`src/rtl/mii_rx_pkg.sv`:
```
package mii_rx_pkg;

    typedef enum logic [2:0] {
        ST_IDLE,
        ST_PREAMBLE,
        ST_DATA_LO,
        ST_DATA_HI,
        ST_DISCARD
    } rx_state_e;

    typedef struct packed {
        logic crc_bad;
        logic rx_err;
        logic dribble;
        logic len_err;
    } rx_status_t;

    localparam logic [3:0]  NIB_PRE         = 4'h5;
    localparam logic [3:0]  NIB_SFD         = 4'hD;
    localparam logic [31:0] CRC_POLY_REFL   = 32'hEDB88320;
    localparam logic [31:0] CRC_INIT        = 32'hFFFFFFFF;
    localparam logic [31:0] CRC_RESIDUE_MSB = 32'hC704DD7B;

    function automatic logic [31:0] bit_rev32(input logic [31:0] v);
        logic [31:0] r;
        for (int i = 0; i < 32; i++) r[i] = v[31-i];
        return r;
    endfunction

    // one byte through the reflected CRC-32 register, LSB first
    function automatic logic [31:0] crc_byte(input logic [31:0] c, input logic [7:0] b);
        logic [31:0] r;
        r = c ^ {24'h0, b};
        for (int i = 0; i < 8; i++) r = r[0] ? ((r >> 1) ^ CRC_POLY_REFL) : (r >> 1);
        return r;
    endfunction

endpackage

```
`src/rtl/mii_rx_crc.sv`:
```
module mii_rx_crc
    import mii_rx_pkg::*;
(
    input  logic       clk,
    input  logic       rst_n,
    input  logic       clear,
    input  logic       en,
    input  logic [7:0] data,
    output logic       crc_ok
);
    localparam logic [31:0] RESIDUE_REFL = bit_rev32(CRC_RESIDUE_MSB);

    logic [31:0] crc_q;

    always_ff @(posedge clk or negedge rst_n) begin
        if (!rst_n)      crc_q <= CRC_INIT;
        else if (clear)  crc_q <= CRC_INIT;
        else if (en)     crc_q <= crc_byte(crc_q, data);
    end

    assign crc_ok = (crc_q == RESIDUE_REFL);

    assert_no_clear_and_update_R6: assert property (@(posedge clk) disable iff (!rst_n)
        !(clear && en));
endmodule

```
`src/rtl/mii_rx_lencnt.sv`:
```
module mii_rx_lencnt #(
    parameter int MIN_BYTES = 64,
    parameter int MAX_BYTES = 1518
) (
    input  logic clk,
    input  logic rst_n,
    input  logic clear,
    input  logic inc,
    output logic at_cap,
    output logic len_bad
);
    localparam int CW = $clog2(MAX_BYTES + 2);
    localparam logic [CW-1:0] CAP  = CW'(MAX_BYTES);
    localparam logic [CW-1:0] SAT  = CW'(MAX_BYTES + 1);
    localparam logic [CW-1:0] LOW  = CW'(MIN_BYTES);

    logic [CW-1:0] cnt_q;

    always_ff @(posedge clk or negedge rst_n) begin
        if (!rst_n)                      cnt_q <= '0;
        else if (clear)                  cnt_q <= '0;
        else if (inc && cnt_q != SAT)    cnt_q <= cnt_q + 1'b1;
    end

    assign at_cap  = (cnt_q >= CAP);
    assign len_bad = (cnt_q < LOW) || (cnt_q > CAP);

    assert_cnt_bound_R9: assert property (@(posedge clk) disable iff (!rst_n)
        cnt_q <= SAT);
endmodule

```
`src/rtl/mii_rx_outstage.sv`:
```
module mii_rx_outstage
    import mii_rx_pkg::*;
(
    input  logic       clk,
    input  logic       rst_n,
    input  logic       load,
    input  logic [7:0] load_byte,
    input  logic       flush,
    input  rx_status_t flush_status,
    output logic       o_valid,
    output logic [7:0] o_data,
    output logic       o_first,
    output logic       o_last,
    output rx_status_t o_status
);
    logic       hold_full_q;
    logic       hold_first_q;
    logic [7:0] hold_data_q;
    logic       seen_q;

    always_ff @(posedge clk or negedge rst_n) begin
        if (!rst_n) begin
            hold_full_q  <= 1'b0;
            hold_first_q <= 1'b0;
            hold_data_q  <= '0;
            seen_q       <= 1'b0;
            o_valid      <= 1'b0;
            o_data       <= '0;
            o_first      <= 1'b0;
            o_last       <= 1'b0;
            o_status     <= '0;
        end else begin
            o_valid  <= 1'b0;
            o_first  <= 1'b0;
            o_last   <= 1'b0;
            o_status <= '0;
            if (load) begin
                if (hold_full_q) begin
                    o_valid <= 1'b1;
                    o_data  <= hold_data_q;
                    o_first <= hold_first_q;
                end
                hold_data_q  <= load_byte;
                hold_first_q <= !seen_q;
                hold_full_q  <= 1'b1;
                seen_q       <= 1'b1;
            end else if (flush) begin
                if (hold_full_q) begin
                    o_valid  <= 1'b1;
                    o_data   <= hold_data_q;
                    o_first  <= hold_first_q;
                    o_last   <= 1'b1;
                    o_status <= flush_status;
                end
                hold_full_q <= 1'b0;
                seen_q      <= 1'b0;
            end
        end
    end

    assert_last_needs_valid_R5: assert property (@(posedge clk) disable iff (!rst_n)
        o_last |-> o_valid);
    assert_first_needs_valid_R5: assert property (@(posedge clk) disable iff (!rst_n)
        o_first |-> o_valid);
    assert_status_quiet_R10: assert property (@(posedge clk) disable iff (!rst_n)
        !o_last |-> (o_status == '0));
    assert_no_load_flush_R5: assert property (@(posedge clk) disable iff (!rst_n)
        !(load && flush));
endmodule

```
`src/rtl/mii_rx_deframer.sv`:
```
module mii_rx_deframer
    import mii_rx_pkg::*;
#(
    parameter int MIN_BYTES = 64,
    parameter int MAX_BYTES = 1518
) (
    input  logic       clk,
    input  logic       rst_n,
    input  logic       mii_dv,
    input  logic       mii_er,
    input  logic [3:0] mii_rxd,
    output logic       byte_valid,
    output logic [7:0] byte_data,
    output logic       byte_first,
    output logic       byte_last,
    output logic       st_crc_bad,
    output logic       st_rx_err,
    output logic       st_dribble,
    output logic       st_len_err
);
    rx_state_e  state_q, state_d;
    logic [3:0] lo_q;
    logic       err_q;

    logic       frame_start, sfd_hit, byte_done, load, flush, dribble;
    logic [7:0] new_byte;
    logic       crc_ok, at_cap, len_bad;
    rx_status_t status, o_status;

    // state register
    always_ff @(posedge clk or negedge rst_n) begin
        if (!rst_n) state_q <= ST_IDLE;
        else        state_q <= state_d;
    end

    // next state
    always_comb begin
        state_d = state_q;
        unique case (state_q)
            ST_IDLE: begin
                if (mii_dv) state_d = (mii_rxd == NIB_PRE) ? ST_PREAMBLE : ST_DISCARD;
            end
            ST_PREAMBLE: begin
                if (!mii_dv)                  state_d = ST_IDLE;
                else if (mii_rxd == NIB_SFD)  state_d = ST_DATA_LO;
                else if (mii_rxd != NIB_PRE)  state_d = ST_DISCARD;
            end
            ST_DATA_LO: state_d = mii_dv ? ST_DATA_HI : ST_IDLE;
            ST_DATA_HI: state_d = mii_dv ? ST_DATA_LO : ST_IDLE;
            ST_DISCARD: if (!mii_dv) state_d = ST_IDLE;
            default:    state_d = ST_IDLE;
        endcase
    end

    // control outputs of the state machine
    always_comb begin
        frame_start = (state_q == ST_IDLE) && mii_dv;
        sfd_hit     = (state_q == ST_PREAMBLE) && mii_dv && (mii_rxd == NIB_SFD);
        byte_done   = (state_q == ST_DATA_HI) && mii_dv;
        new_byte    = {mii_rxd, lo_q};
        load        = byte_done && !at_cap;
        flush       = ((state_q == ST_DATA_LO) || (state_q == ST_DATA_HI)) && !mii_dv;
        dribble     = (state_q == ST_DATA_HI);
        status.crc_bad = !crc_ok;
        status.rx_err  = err_q;
        status.dribble = dribble;
        status.len_err = len_bad;
    end

    // nibble holding and sticky line-error flag
    always_ff @(posedge clk or negedge rst_n) begin
        if (!rst_n) begin
            lo_q  <= '0;
            err_q <= 1'b0;
        end else begin
            if ((state_q == ST_DATA_LO) && mii_dv) lo_q <= mii_rxd;
            if (frame_start)        err_q <= mii_er;
            else if (mii_dv && mii_er) err_q <= 1'b1;
        end
    end

    mii_rx_crc u_crc (
        .clk    (clk),
        .rst_n  (rst_n),
        .clear  (sfd_hit),
        .en     (byte_done),
        .data   (new_byte),
        .crc_ok (crc_ok)
    );

    mii_rx_lencnt #(
        .MIN_BYTES (MIN_BYTES),
        .MAX_BYTES (MAX_BYTES)
    ) u_len (
        .clk     (clk),
        .rst_n   (rst_n),
        .clear   (sfd_hit),
        .inc     (byte_done),
        .at_cap  (at_cap),
        .len_bad (len_bad)
    );

    mii_rx_outstage u_out (
        .clk          (clk),
        .rst_n        (rst_n),
        .load         (load),
        .load_byte    (new_byte),
        .flush        (flush),
        .flush_status (status),
        .o_valid      (byte_valid),
        .o_data       (byte_data),
        .o_first      (byte_first),
        .o_last       (byte_last),
        .o_status     (o_status)
    );

    assign st_crc_bad = o_status.crc_bad;
    assign st_rx_err  = o_status.rx_err;
    assign st_dribble = o_status.dribble;
    assign st_len_err = o_status.len_err;

    assert_idle_silent_R1: assert property (@(posedge clk) disable iff (!rst_n)
        (state_q == ST_IDLE) |=> !byte_valid);
    assert_discard_silent_R3: assert property (@(posedge clk) disable iff (!rst_n)
        (state_q == ST_DISCARD) |=> !byte_valid);
    assert_sfd_entry_R2: assert property (@(posedge clk) disable iff (!rst_n)
        (state_q == ST_PREAMBLE && mii_dv && mii_rxd == NIB_SFD) |=> (state_q == ST_DATA_LO));
    assert_discard_exit_R3: assert property (@(posedge clk) disable iff (!rst_n)
        (state_q == ST_DISCARD && mii_dv) |=> (state_q == ST_DISCARD));
endmodule

```
`config.mk`:
```
export PLATFORM = sky130hd
export DESIGN_NAME = mii_rx_deframer
export DESIGN_NICKNAME = d
export VERILOG_FILES = /design/src/rtl/mii_rx_pkg.sv /design/src/rtl/mii_rx_crc.sv /design/src/rtl/mii_rx_lencnt.sv /design/src/rtl/mii_rx_outstage.sv /design/src/rtl/mii_rx_deframer.sv
export SDC_FILE = /design/constraint.sdc
export NUM_CORES = 1
export LEC_CHECK = 0
export ABC_AREA = 1
export ABC_CLOCK_PERIOD_IN_PS = 1900
export BUFFER_PORTS_ARGS = -buffer_cell sky130_fd_sc_hd__buf_2
export CAP_MARGIN = 10
export CORE_AREA = 2 2 94 132
export CTS_CLUSTER_SIZE = 14
export DETAILED_ROUTE_END_ITERATION = 10
export DIE_AREA = 0 0 96 134
export HOLD_SLACK_MARGIN = 0.06
export SLEW_MARGIN = 10
export SYNTH_ARGS = -nofsm -noshare
export SYNTH_HDL_FRONTEND = slang
export SYNTH_SLANG_ARGS = --single-unit
```
`constraint.sdc`:
```
create_clock -name clk -period 1.9 [get_ports clk]
set_input_delay 0.095 -clock clk [delete_from_list [all_inputs] [get_ports clk]]
set_output_delay 0.095 -clock clk [all_outputs]
set_load 0.005 [all_outputs]
```
Word level (Yosys, flattened, before mapping) --
Index checks and enable logic that the tools add are counted.
Operators by class: $add $sub $neg 1, multiply operators 0, div/mod/pow operators 0, order comparisons 3, equality and inequality tests 12, shift-type cells 0, muxes and demuxes 38, bitwise gates (word level) 9, reductions and logical operators 21
Operator list (count):
- 2-to-1 mux 32 bit | 10
- inverter 13 -> 14 bit | 8
- equality test 32 bit, second input constant | 1
- XOR 32 x 8 -> 32 bit | 1
- 2-to-1 mux 8 bit | 3
- 2-to-1 mux 11 bit | 2
- 2-to-1 mux 3 bit | 6
- one-hot mux 3 bit (5 select lines) | 1
- 2-to-1 mux 4 bit | 3
- adder 11 x 1 -> 11 bit, second input constant | 1
- greater-or-equal comparator 11 bit, second input constant | 1
- greater-than comparator 11 bit, second input constant | 1
- < comparator 11 x 7 -> 1 bit, second input constant | 1
- 2-to-1 mux 1 bit | 11
- inequality test 11 bit, second input constant | 1
- logical AND 1 bit | 9
- inequality test 4 x 3 -> 1 bit, second input constant | 2
- nonzero test 2 bit | 4
- equality test 3 x 2 -> 1 bit, second input constant | 2
- equality test 4 x 3 -> 1 bit, second input constant | 1
- equality test 4 bit, second input constant | 1
- zero test 1 bit | 4
- 2-to-1 mux 2 bit | 2
- inequality test 2 bit, second input constant | 2
- 5 further kinds | 6
Word-level totals: flip-flop bits (word level) 76, latch bits 0, RAM bits 0, memory bits (read-only) 0, memories kept 0

Logic depth before layout (Yosys ltp) --
Gate-level depths: netlist of the first run.
word-level depth 19, depth in mapped cells 13

By module --
From an unflattened synthesis of the first run, not the netlist that was laid out.
Unflattened totals: cell total of the unflattened synthesis 638, area, all modules 4789.6 µm²
Modules (own cells, without submodules):
- mii_rx_crc | instances 1, cells an instance 374, area an instance 2660.1 µm²
- mii_rx_outstage | instances 1, cells an instance 93, area an instance 913.4 µm²
- mii_rx_lencnt | instances 1, cells an instance 106, area an instance 759.5 µm²
- mii_rx_deframer | instances 1, cells an instance 65, area an instance 456.7 µm²

Least setup slack after synthesis of the first run --
OpenSTA, ideal clock, no wires.
path kind register to register, start register u_crc.crc_q[2], end register u_crc.crc_q[26], library setup time 0.080 ns, arrival time 1.392 ns, required time 1.820 ns, slack 0.428 ns, cell stages (with the launch flop) 9, buffers on the path 0, clock period less this slack 1.472 ns, cells stage by stage dfstp_2 > nand2_1 > nand2_4 > nand2_1 > nand2_2 > xor2_1 > inv_1 > o21ai_1 > nor2_1
On the way: longest elaborated chain between the ends 15
Ends and longest elaborated chain:
- from (decl) | RTL line mii_rx_crc.sv:13 | logic [31:0] crc_q;
- from (signal assigned) | RTL line mii_rx_crc.sv:18 | else if (en) crc_q <= crc_byte(crc_q, data);
- XOR 32 x 8 -> 32 bit (*) | RTL line mii_rx_pkg.sv:33 | r = c ^ {24'h0, b};
- 2-to-1 mux 32 bit (*) (3 in a row) | RTL line mii_rx_pkg.sv:34 | for (int i = 0; i < 8; i++) r = r[0] ? ((r >> 1) ^ CRC_POLY_REFL) : (r >> 1);
- inverter 13 -> 14 bit (no line)
- 2-to-1 mux 32 bit (*) | RTL line mii_rx_pkg.sv:34
- inverter 13 -> 14 bit (no line)
- 2-to-1 mux 32 bit (*) (2 in a row) | RTL line mii_rx_pkg.sv:34
- inverter 13 -> 14 bit (no line)
- 2-to-1 mux 32 bit (*) | RTL line mii_rx_pkg.sv:34
- inverter 13 -> 14 bit (no line)
- 2-to-1 mux 32 bit (*) | RTL line mii_rx_pkg.sv:34
- 2-to-1 mux 32 bit (*) | RTL line mii_rx_crc.sv:18
- 2-to-1 mux 32 bit (*) | RTL line mii_rx_crc.sv:17 | else if (clear) crc_q <= CRC_INIT;
Mark *: on every way between the ends. The rest lies on a longest branch, timed or not. The select of a mux whose other input is x is not followed. A chain may end at the register's enable or synchronous reset.

Final worst setup path of the first run --
start register u_crc.crc_q[0], end register u_crc.crc_q[29]
On the way: longest elaborated chain between the ends 12
Ends and longest elaborated chain (RTL line):
- XOR 32 x 8 -> 32 bit (*) | mii_rx_pkg.sv:33
- 2-to-1 mux 32 bit (*) (7 in a row) | mii_rx_pkg.sv:34
- inverter 13 -> 14 bit (no line)
- 2-to-1 mux 32 bit (*) | mii_rx_pkg.sv:34
- 2-to-1 mux 32 bit (*) | mii_rx_crc.sv:18
- 2-to-1 mux 32 bit (*) | mii_rx_crc.sv:17
Marked as above.

==> results.cfg, run 1 <==
[critical_path]
crit_path_max_fanout = 10
worst_setup_path_end_kind = flip-flop
cp.required_ns = 2.18
reg2reg_setup_slack_ns = 0.09
start_kind = flip-flop
arrival_ns = 2.09
crit_type = reg -> reg

[logic_synthesis]
synth_area_leaders = dfrtp_1, dfstp_2, nand2_1, xor2_1, inv_1
synth_top_area_cell = dfrtp_1
synth_cells = 581
ys_seq_area_share_pct = 42.3
synth_seq_cells = 76
yosys_warnings = 0
yosysTopAreaCellShare_pct = 24.0
synth_cell_types = 40
synth_fp_nets = 590
syn_area_mm2 = 0.00459
avgSynthCellArea_um2 = 7.91

[min_path]
min_path_type = in -> reg

[clock_network]
clk_pin_slew_ns = 0.06
cts_buffer_depth = 2
cts_made_buffers = 9
cts_tree = built
clock-sinks = 76
post-cts-setup-buffers = 0
clkLatencyLatePin_ns = 0.34
clock-root-buffer = clkbuf_16
cts_max_level = 3

[timing]
skew_ns = 0.00661
finalMaxSlewViolations = 0
period_minus_slack_ns = 1.81
rsz0062_at_grt = true
hold_viol_final = 0
clock.fmax_mhz = 552
tns_ns = 0
fin_ws_ns = 0.0892
relSlewSlack_pct = 67.7
min_period_over_period_pct = 95.3
setup_viol = 0
worst_pin_slew_ns = 0.485

[die]
rows = 47
die_h_um = 134
dieArea_mm2 = 0.0129
design.core.area_mm2 = 0.0117
die_w_um = 96
pin_count = 23
initial_core_util_pct = 39.3

[cells_and_area]
final_util_pct = 45.5
num-fill-cells = 1134
final_common_cell = nand2_1
layout-drive-gt1-share_pct = 22.0
diodes = 0
finalNetCount = 630
finalInstanceArea_mm2 = 0.00532
area_growth_pct = 15.9
final_cell_mix = nand2_1, inv_1, nand3_1

[grt]
grt_pass1_wl_um = 20200
grt_pass1_vias = 3794
grt_max_degree = 36
gr-max-usage-layer = met2
gr-usage-all-layers_pct = 20.7
grt_use_met3_pct = 3.31
grtUsageMet1_pct = 24.7
overflow = 0
antenna_found_initial = 0
met2_usage_pct = 35.9

[status]
run_status = finished clean

[route]
vias = 3902
first_pass_iters = 5
drt_iter0_markers = 280
drc = 0
vias_per_cell = 5.05
wirelength_um = 12600
avgRoutedWirePerCell_um = 16.3
ant_nets = 0

[job]
cap_violations = 0

[pwr]
p_leak_nw = 2.78
ir_drop_uv = 366
power_density_mw_per_mm2 = 822

[place]
pre_cts_ws_ns = -0.0468
port_buffers = 22
hpwl_um = 9450
place_congestion = 0.952
place_area_mm2 = 0.00493
[final timing paths]
| path | end | startpoint | cells after the start |
|---|---|---|---|
| worst max-delay path | u_crc.crc_q[29]$_DFFE_PN1P_ | u_crc.crc_q[0]$_DFFE_PN1P_ | 11 |
| worst min-delay path | state_q[2]$_DFFE_PN0P_ | mii_dv | 3 |
| worst max register to register | u_crc.crc_q[29]$_DFFE_PN1P_ | u_crc.crc_q[0]$_DFFE_PN1P_ | 11 |
| worst min register to register | u_out.o_data[1]$_DFFE_PN0P_ | u_out.o_data[1]$_DFFE_PN0P_ | 2 |
| max in group asynchronous | u_crc.crc_q[26]$_DFFE_PN1P_ | rst_n | 3 |
| min in group asynchronous | u_len.cnt_q[1]$_DFFE_PN0P_ | rst_n | 2 |
[Yosys cell counts, drive strengths merged]
cell / n
nand2: 189
inv: 76
nand3: 47
dfrtp: 44
xor2: 40
nor2: 35
o21ai: 35
dfstp: 32
a21oi: 15
xnor2: 13
nor3: 12
buf: 10
o22ai: 9
nand4: 5
nor4: 4
o211ai: 3
o31ai: 3
a31oi: 2
clkbuf: 2
a21o: 1
a32oi: 1
ha: 1
nand3b: 1
o2111ai: 1
[layer usage]
metal  wire length, µm  up-vias
met5                 0        -
met4               426        0
met3               440       32
met2              6500      102
met1              5240     1847
li1                  -     1921
[where the power goes]
part,internal (mW),switching [mW]
registers,1.69,0.0601
clock network,1.22,0.704
logic,0.241,0.455
[timing repair]
action | 4_1_cts | 5_1_grt
pin swaps | 0 | 1
endpoints found under the hold margin | 34 | 0
gates cloned | 0 | 0
hold buffers | 3 | 0
setup endpoints to repair | 1 | 12
gates resized for setup | 2 | 4
[cell type report]
| class | count | area, µm² | share of cell area (%) |
|---|---|---|---|
| Tap cell | 147 | 184 | 3.45 |
| Clock inverter | 5 | 81.3 | 1.53 |
| Clock buffer | 11 | 253 | 4.75 |
| Inverter | 76 | 285 | 5.36 |
| Timing Repair Buffer | 41 | 275 | 5.17 |
| Sequential cell | 76 | 1940 | 36.5 |
| Multi-Input combinational cell | 417 | 2300 | 43.3 |
[worst max-delay path: stages (launching register included)]
cell and delay [ns]:
dfstp_2 0.57, inv_2 0.04, nand2_1 0.10, nand2_4 0.14
nand2_1 0.11, nand2_2 0.15, nand2_1 0.14, nand2_2 0.10
nor2_4 0.15, nand2_1 0.11, nand3_1 0.10, inv_1 0.04
[registers in the layout (all words and copies together) (netlist names)]
| signal | flops |
|---|---|
| u_out.o_data | 8 |
| state_q | 3 |
| u_len.cnt_q | 11 |
| u_out.o_first | 1 |
| u_out.hold_data_q | 8 |
| lo_q | 4 |
| u_out.hold_full_q | 1 |
| u_out.hold_first_q | 1 |
| u_out.o_valid | 1 |
| u_crc.crc_q | 32 |
| u_out.o_status | 4 |
| u_out.o_last | 1 |
| err_q | 1 |
[logic make-up (layout without fill, tap and decap cells)]
kind of cell / after synthesis / count (layout) / share of synthesized area (%)
AOI/OAI and AO/OA: 70 / 70 / 8.82
xor gates and xnor gates: 53 / 53 / 11.2
adders and majority gates: 1 / 1 / 0.272
buffers and inverters: 88 / 133 / 8.14
DFF: 76 / 76 / 42.3
and+or+nand+nor: 293 / 293 / 29.3
[per-stage QoR]
stage	hold slack [ns]	power, mW	std cells
floorplan	-0.201	2.26	581
global placement	0.0977	2.45	754
detailed placement	0.0985	2.45	754
CTS	0.102	4.39	773
global route	0.127	4.54	773
finish	0.103	4.38	773
Power figures use the tool's default switching activity.
==> run 2: changes to the inputs <==
--- a/config.mk
+++ b/config.mk
@@ -9,12 +9,12 @@
 export ABC_CLOCK_PERIOD_IN_PS = 1900
 export BUFFER_PORTS_ARGS = -buffer_cell sky130_fd_sc_hd__buf_2
 export CAP_MARGIN = 10
-export CORE_AREA = 2 2 94 132
+export CORE_AREA = 2 2 96 135
 export CTS_CLUSTER_SIZE = 14
 export DETAILED_ROUTE_END_ITERATION = 10
-export DIE_AREA = 0 0 96 134
+export DIE_AREA = 0 0 98 137
 export HOLD_SLACK_MARGIN = 0.06
-export SLEW_MARGIN = 10
 export SYNTH_ARGS = -nofsm -noshare
 export SYNTH_HDL_FRONTEND = slang
+export SYNTH_HIERARCHICAL = 1
 export SYNTH_SLANG_ARGS = --single-unit
==> results.cfg, run 2 <==
[cells_and_area]
finalNetCount = 695
area_growth_pct = 16.4
regMostFlops = u_crc/crc_q
largestRegisters = u_crc/crc_q (32), u_len/cnt_q (11)
layout-drive-gt1-share_pct = 24.5
diodes = 0
final_cell_mix = nand2_1, inv_1, nand3_1
largest_reg_flops = 32
final_common_cell = nand2_1

[route]
wl_met2_um = 6300
dr_wl_met3_um = 401
ant_nets = 0
wl_met1_um = 4800
wirelength_um = 11800
highest_layer = met4
vias = 4172
drc = 0
first_pass_iters = 5
avgRoutedWirePerCell_um = 14.1
vias_per_cell = 4.96
drt_iter0_markers = 207

[critical_path]
crit_type = reg -> reg
start_kind = flip-flop
worst_setup_path_end_kind = flip-flop
crit_path_max_fanout = 17
crit_path_max_incr_delay_ns = 0.38
arrival_ns = 2.07
cp.required_ns = 2.17
path_cells = inv_1 > nor3_1 > buf_4 > nor2_4 > inv_2 > buf_4 > or2_2 > nand2_1 > inv_1
slowest_stage = dfrtp_1

[place]
pre_cts_ws_ns = -0.0395
hpwl_um = 8740
port_buffers = 22
place_congestion = 0.877

[clock_network]
cts_max_level = 3
clock-root-buffer = clkbuf_16
clkLatencyLatePin_ns = 0.34
cts_buffer_depth = 2
cts_made_buffers = 9
clock-sinks = 76
clk_pin_slew_ns = 0.06
cts_tree = built

[logic_synthesis]
synth_fp_nets = 647
dominantRegCellSynth = dfrtp_1
synth_seq_cells = 76
avgSynthCellArea_um2 = 7.51
yosys_warnings = 6
synth_edf_count = 0
yosysTopAreaCellShare_pct = 23.0
synth_cell_types = 44
synth_top_area_cell = dfrtp_1
synth_area_leaders = dfrtp_1, dfstp_2, nand2_1, inv_1, xor2_1
syn_area_mm2 = 0.00479
yosysMostFrequentCell = nand2_1
synth_cells = 638
synthArstFlopShare_pct = 100
ys_seq_area_share_pct = 40.5
yosys-top-cells-count = nand2_1, inv_1, nand3_1

[grt]
overflow = 0
gr-usage-all-layers_pct = 18.6
antenna_found_initial = 0
grt_max_degree = 77
grt_pass1_wl_um = 19800
grt_pass1_vias = 3985

[die]
die_h_um = 137
pin_count = 23
design.core.area_mm2 = 0.0122
rows = 48
initial_core_util_pct = 39.3
dieArea_mm2 = 0.0134
die_w_um = 98

[timing]
clock.fmax_mhz = 559
hold_viol_final = 0
fin_ws_ns = 0.110
skew_ns = 0.00762
min_period_over_period_pct = 94.2
relSlewSlack_pct = 67.8
rsz0062_at_grt = true
setup_viol = 0
period_minus_slack_ns = 1.79
worst_pin_slew_ns = 0.479
finalMaxSlewViolations = 0

[pwr]
finalPower_mw = 4.54
ir_drop_uv = 386
p_leak_nw = 2.96
power_density_mw_per_mm2 = 815

[job]
cap_violations = 0

[status]
run_status = finished clean

[min_path]
min_path_type = in -> reg
## run 2: worst max-delay path: cells and delay by family (launching register included)
kind | cells | cell delay, ns
buf+inv | 5 | 0.64
flops | 1 | 0.38
simple gates | 4 | 0.69
## run 2: through the flow
| step | TNS, ns | hold slack, ns | cell area (µm²) | util (%) | std cells |
|---|---|---|---|---|---|
| final | 0 | 0.0590 | 5580 | 45.7 | 841 |
| after global routing | -0.0480 | 0.0730 | 5580 | 45.7 | 841 |
| after CTS | 0 | 0.0608 | 5540 | 45.4 | 839 |
| after detailed placement | -0.206 | 0.142 | 5190 | 42.6 | 818 |
| after global placement | 0 | 0.143 | 5190 | 42.6 | 818 |
| after floorplan | 0 | -0.201 | 4790 | - | 638 |
## run 2: where the power goes
part	internal, mW	total [mW]	leakage, nW	switching, mW
combinational	0.387	1.09	1.90	0.701
sequential	1.75	1.84	0.928	0.0931
clock	0.922	1.61	0.132	0.691
total	3.06	4.54	2.96	1.49
## run 2: cells by family after synthesis
kind of cell    after synthesis  share of synthesized area [%]
flops                        76                           40.5
simple gates                382                           38.0
fa+ha+maj                     1                          0.261
xor+xnor                     37                           7.63
compound gates               43                           5.33
buf+inv                      99                           8.23
## run 2: area by class of cell
cell class | instances | area [µm²]
clock buffers | 11 | 243
clock inverters | 5 | 37.5
fillers | 1207 | 6620
inverters | 91 | 349
multi-input cells | 463 | 2490
flip-flops and latches | 76 | 1940
well taps | 150 | 188
repair buffers | 45 | 327
## run 2: timing repair
| item | in CTS | in global routing |
|---|---|---|
| endpoints found under the hold margin | 47 | 0 |
| gates resized for setup | 2 | 6 |
| buffers inserted | 0 | 2 |
| hold buffers | 5 | 0 |
| pin swaps | 0 | 2 |
| endpoints found under the setup margin | 8 | 20 |
## run 2: path summary, 6_finish.rpt
path	cells past startpoint	from	endpoint	slack, ns
worst max register to register	9	state_q[0]$_DFFE_PN0P_	u_crc/crc_q[20]$_DFFE_PN1P_	0.11
worst min register to register	2	u_out/hold_data_q[1]$_DFFE_PN0P_	u_out/hold_data_q[1]$_DFFE_PN0P_	0.47
min in group asynchronous	3	rst_n	u_len/cnt_q[5]$_DFFE_PN0P_	0.29
max in group asynchronous	3	rst_n	u_crc/crc_q[16]$_DFFE_PN1P_	1.22
worst max-delay path	9	state_q[0]$_DFFE_PN0P_	u_crc/crc_q[20]$_DFFE_PN1P_	0.11
worst min-delay path	3	mii_rxd[3]	lo_q[3]$_DFFE_PN0N_	0.06
## run 2: metal layers
metal | vias up | track usage, %
met3 | 25 | 3.58
li1 | 2098 | -
met2 | 88 | 34.2
met5 | - | 0
met1 | 1961 | 20.9
met4 | 0 | 7.95
==> run 3: changes to the inputs <==
--- a/config.mk
+++ b/config.mk
@@ -6,7 +6,7 @@
 export NUM_CORES = 1
 export LEC_CHECK = 0
 export ABC_AREA = 1
-export ABC_CLOCK_PERIOD_IN_PS = 1900
+export ABC_CLOCK_PERIOD_IN_PS = 1700
 export BUFFER_PORTS_ARGS = -buffer_cell sky130_fd_sc_hd__buf_2
 export CAP_MARGIN = 10
 export CORE_AREA = 2 2 96 135
==> constraint.sdc (replaced) <==
create_clock -name clk -period 1.7 [get_ports clk]
set_input_delay 0.085 -clock clk [delete_from_list [all_inputs] [get_ports clk]]
set_output_delay 0.085 -clock clk [all_outputs]
set_load 0.005 [all_outputs]
==> results.cfg, run 3 (synthesized netlist as in run 2, its figures left out) <==
[timing]
skew_ns = 0.00799
finalMaxSlewViolations = 0
min_period_over_period_pct = 97.9
period_minus_slack_ns = 1.66
relSlewSlack_pct = 68.2
hold_viol_final = 0
clock.fmax_mhz = 601
worst_pin_slew_ns = 0.473
whs_ns = 0.0693
rsz0062_at_grt = true
setup_viol = 0
tns_ns = 0

[cells_and_area]
multi_input_area_mm2 = 0.00269
finalNetCount = 738
layout-drive-gt1-share_pct = 32.7
finalInstanceArea_mm2 = 0.00617
final_cells = 884
area_growth_pct = 28.9
final_common_cell = nand2_1
final_cell_mix = nand2_1, inv_1, buf_4
regMostFlops = u_crc/crc_q
num-fill-cells = 1153
diodes = 0
largest_reg_flops = 32
seqCellArea_mm2 = 0.00194
largestRegisters = u_crc/crc_q (32), u_len/cnt_q (11)

[die]
rows = 48
pin_count = 23
die_h_um = 137
dieArea_mm2 = 0.0134
die_w_um = 98
design.core.area_mm2 = 0.0122
initial_core_util_pct = 39.3

[grt]
antenna_found_initial = 0
grt_pass1_vias = 4286
grt_pass1_wl_um = 20100
grt_max_degree = 50
overflow = 0
gr-usage-all-layers_pct = 19.0

[clock_network]
clk_pin_slew_ns = 0.07
cts_max_level = 3
clock-root-buffer = clkbuf_16
clock-sinks = 76
cts_buffer_depth = 2
cts_made_buffers = 9
cts_tree = built
clkLatencyLatePin_ns = 0.35

[critical_path]
r2r_cells = 9
start_kind = flip-flop
cp.required_ns = 1.97
crit_cells = 9
worst_setup_path_end_kind = flip-flop
crit_path_max_incr_delay_ns = 0.56
arrival_ns = 1.93
crit_path_max_fanout = 7
crit_path_frequent_cell = nand2_1
crit_type = reg -> reg
slowest_stage = dfstp_2
crit_family = simple AND/OR/NAND/NOR gates
path_cells = nand2_1 > nand2_8 > nand2_1 > nand2_2 > buf_4 > xor2_1 > nand2_1 > nand2_1 > o22ai_1
critical_path_buf_inv_count = 1

[pwr]
power_density_mw_per_mm2 = 915
ir_drop_uv = 436
p_leak_nw = 3.24
finalPower_mw = 5.65

[job]
cap_violations = 0

[place]
place_area_mm2 = 0.00539
place_congestion = 0.869
hpwl_um = 8950
placedCellCount = 842
port_buffers = 22

[route]
ant_nets = 0
drc = 0
avgRoutedWirePerCell_um = 14.3
wirelength_um = 12700
vias_per_cell = 4.99
vias = 4409
first_pass_iters = 5
drt_iter0_markers = 208

[status]
run_status = finished clean

[min_path]
min_path_type = in -> reg
hold_depth = 3
[run 3: worst paths after layout]
| check | slack, ns | start | to |
|---|---|---|---|
| max in group asynchronous | 0.85 | rst_n | u_crc/crc_q[1]$_DFFE_PN1P_ |
| min reg2reg | 0.47 | u_out/hold_data_q[6]$_DFFE_PN0P_ | u_out/hold_data_q[6]$_DFFE_PN0P_ |
| min in group asynchronous | 0.20 | rst_n | u_len/cnt_q[6]$_DFFE_PN0P_ |
| min | 0.07 | mii_dv | state_q[2]$_DFFE_PN0P_ |
| max reg2reg | 0.04 | u_crc/crc_q[4]$_DFFE_PN1P_ | u_crc/crc_q[5]$_DFFE_PN1P_ |
| max | 0.04 | u_crc/crc_q[4]$_DFFE_PN1P_ | u_crc/crc_q[5]$_DFFE_PN1P_ |
[run 3: layout make-up]
| type | instances | area share, % |
|---|---|---|
| flip-flops and latches | 76 | 31.5 |
| clock buffers | 9 | 3.65 |
| repair buffers | 88 | 11.0 |
| well taps | 150 | 3.04 |
| multi-input cells | 463 | 43.6 |
| inverters | 91 | 5.65 |
| clock inverters | 7 | 1.60 |
[run 3: repair_timing]
item,in CTS,in global routing
hold endpoints to repair,65,0
endpoints found under the setup margin,21,59
buffers inserted,6,12
pin swaps,2,16
resized for setup,3,50
hold buffers,8,0
[run 3: layer usage]
metal / share of wire, % / global-route usage [%]
met5: 0 / 0
met1: 40 / 20.4
met4: 3.1 / 9.26
met3: 3.2 / 2.45
met2: 54 / 36.3
[run 3: through the flow]
stage / util [%] / worst slack (ns)
finish: 50.6 / 0.0350
global route: 50.6 / -0.0891
CTS: 48.1 / 0.0000631
detailed placement: 44.2 / -0.196
global placement: 44.2 / -0.129
floorplan: - / 0.0314
[run 3: where the power goes]
group          internal [mW]  switching (mW)  leakage (nW)
combinational          0.594           0.880          2.16
sequential              1.96           0.105         0.926
clock                   1.30           0.822         0.156
total                   3.84            1.81          3.24
[run 3: worst reg2reg max path: stages, from the launching register on]
cell	delay, ns
dfstp_2	0.56
nand2_1	0.13
nand2_8	0.13
nand2_1	0.07
nand2_2	0.08
buf_4	0.14
xor2_1	0.24
nand2_1	0.09
nand2_1	0.07
o22ai_1	0.07
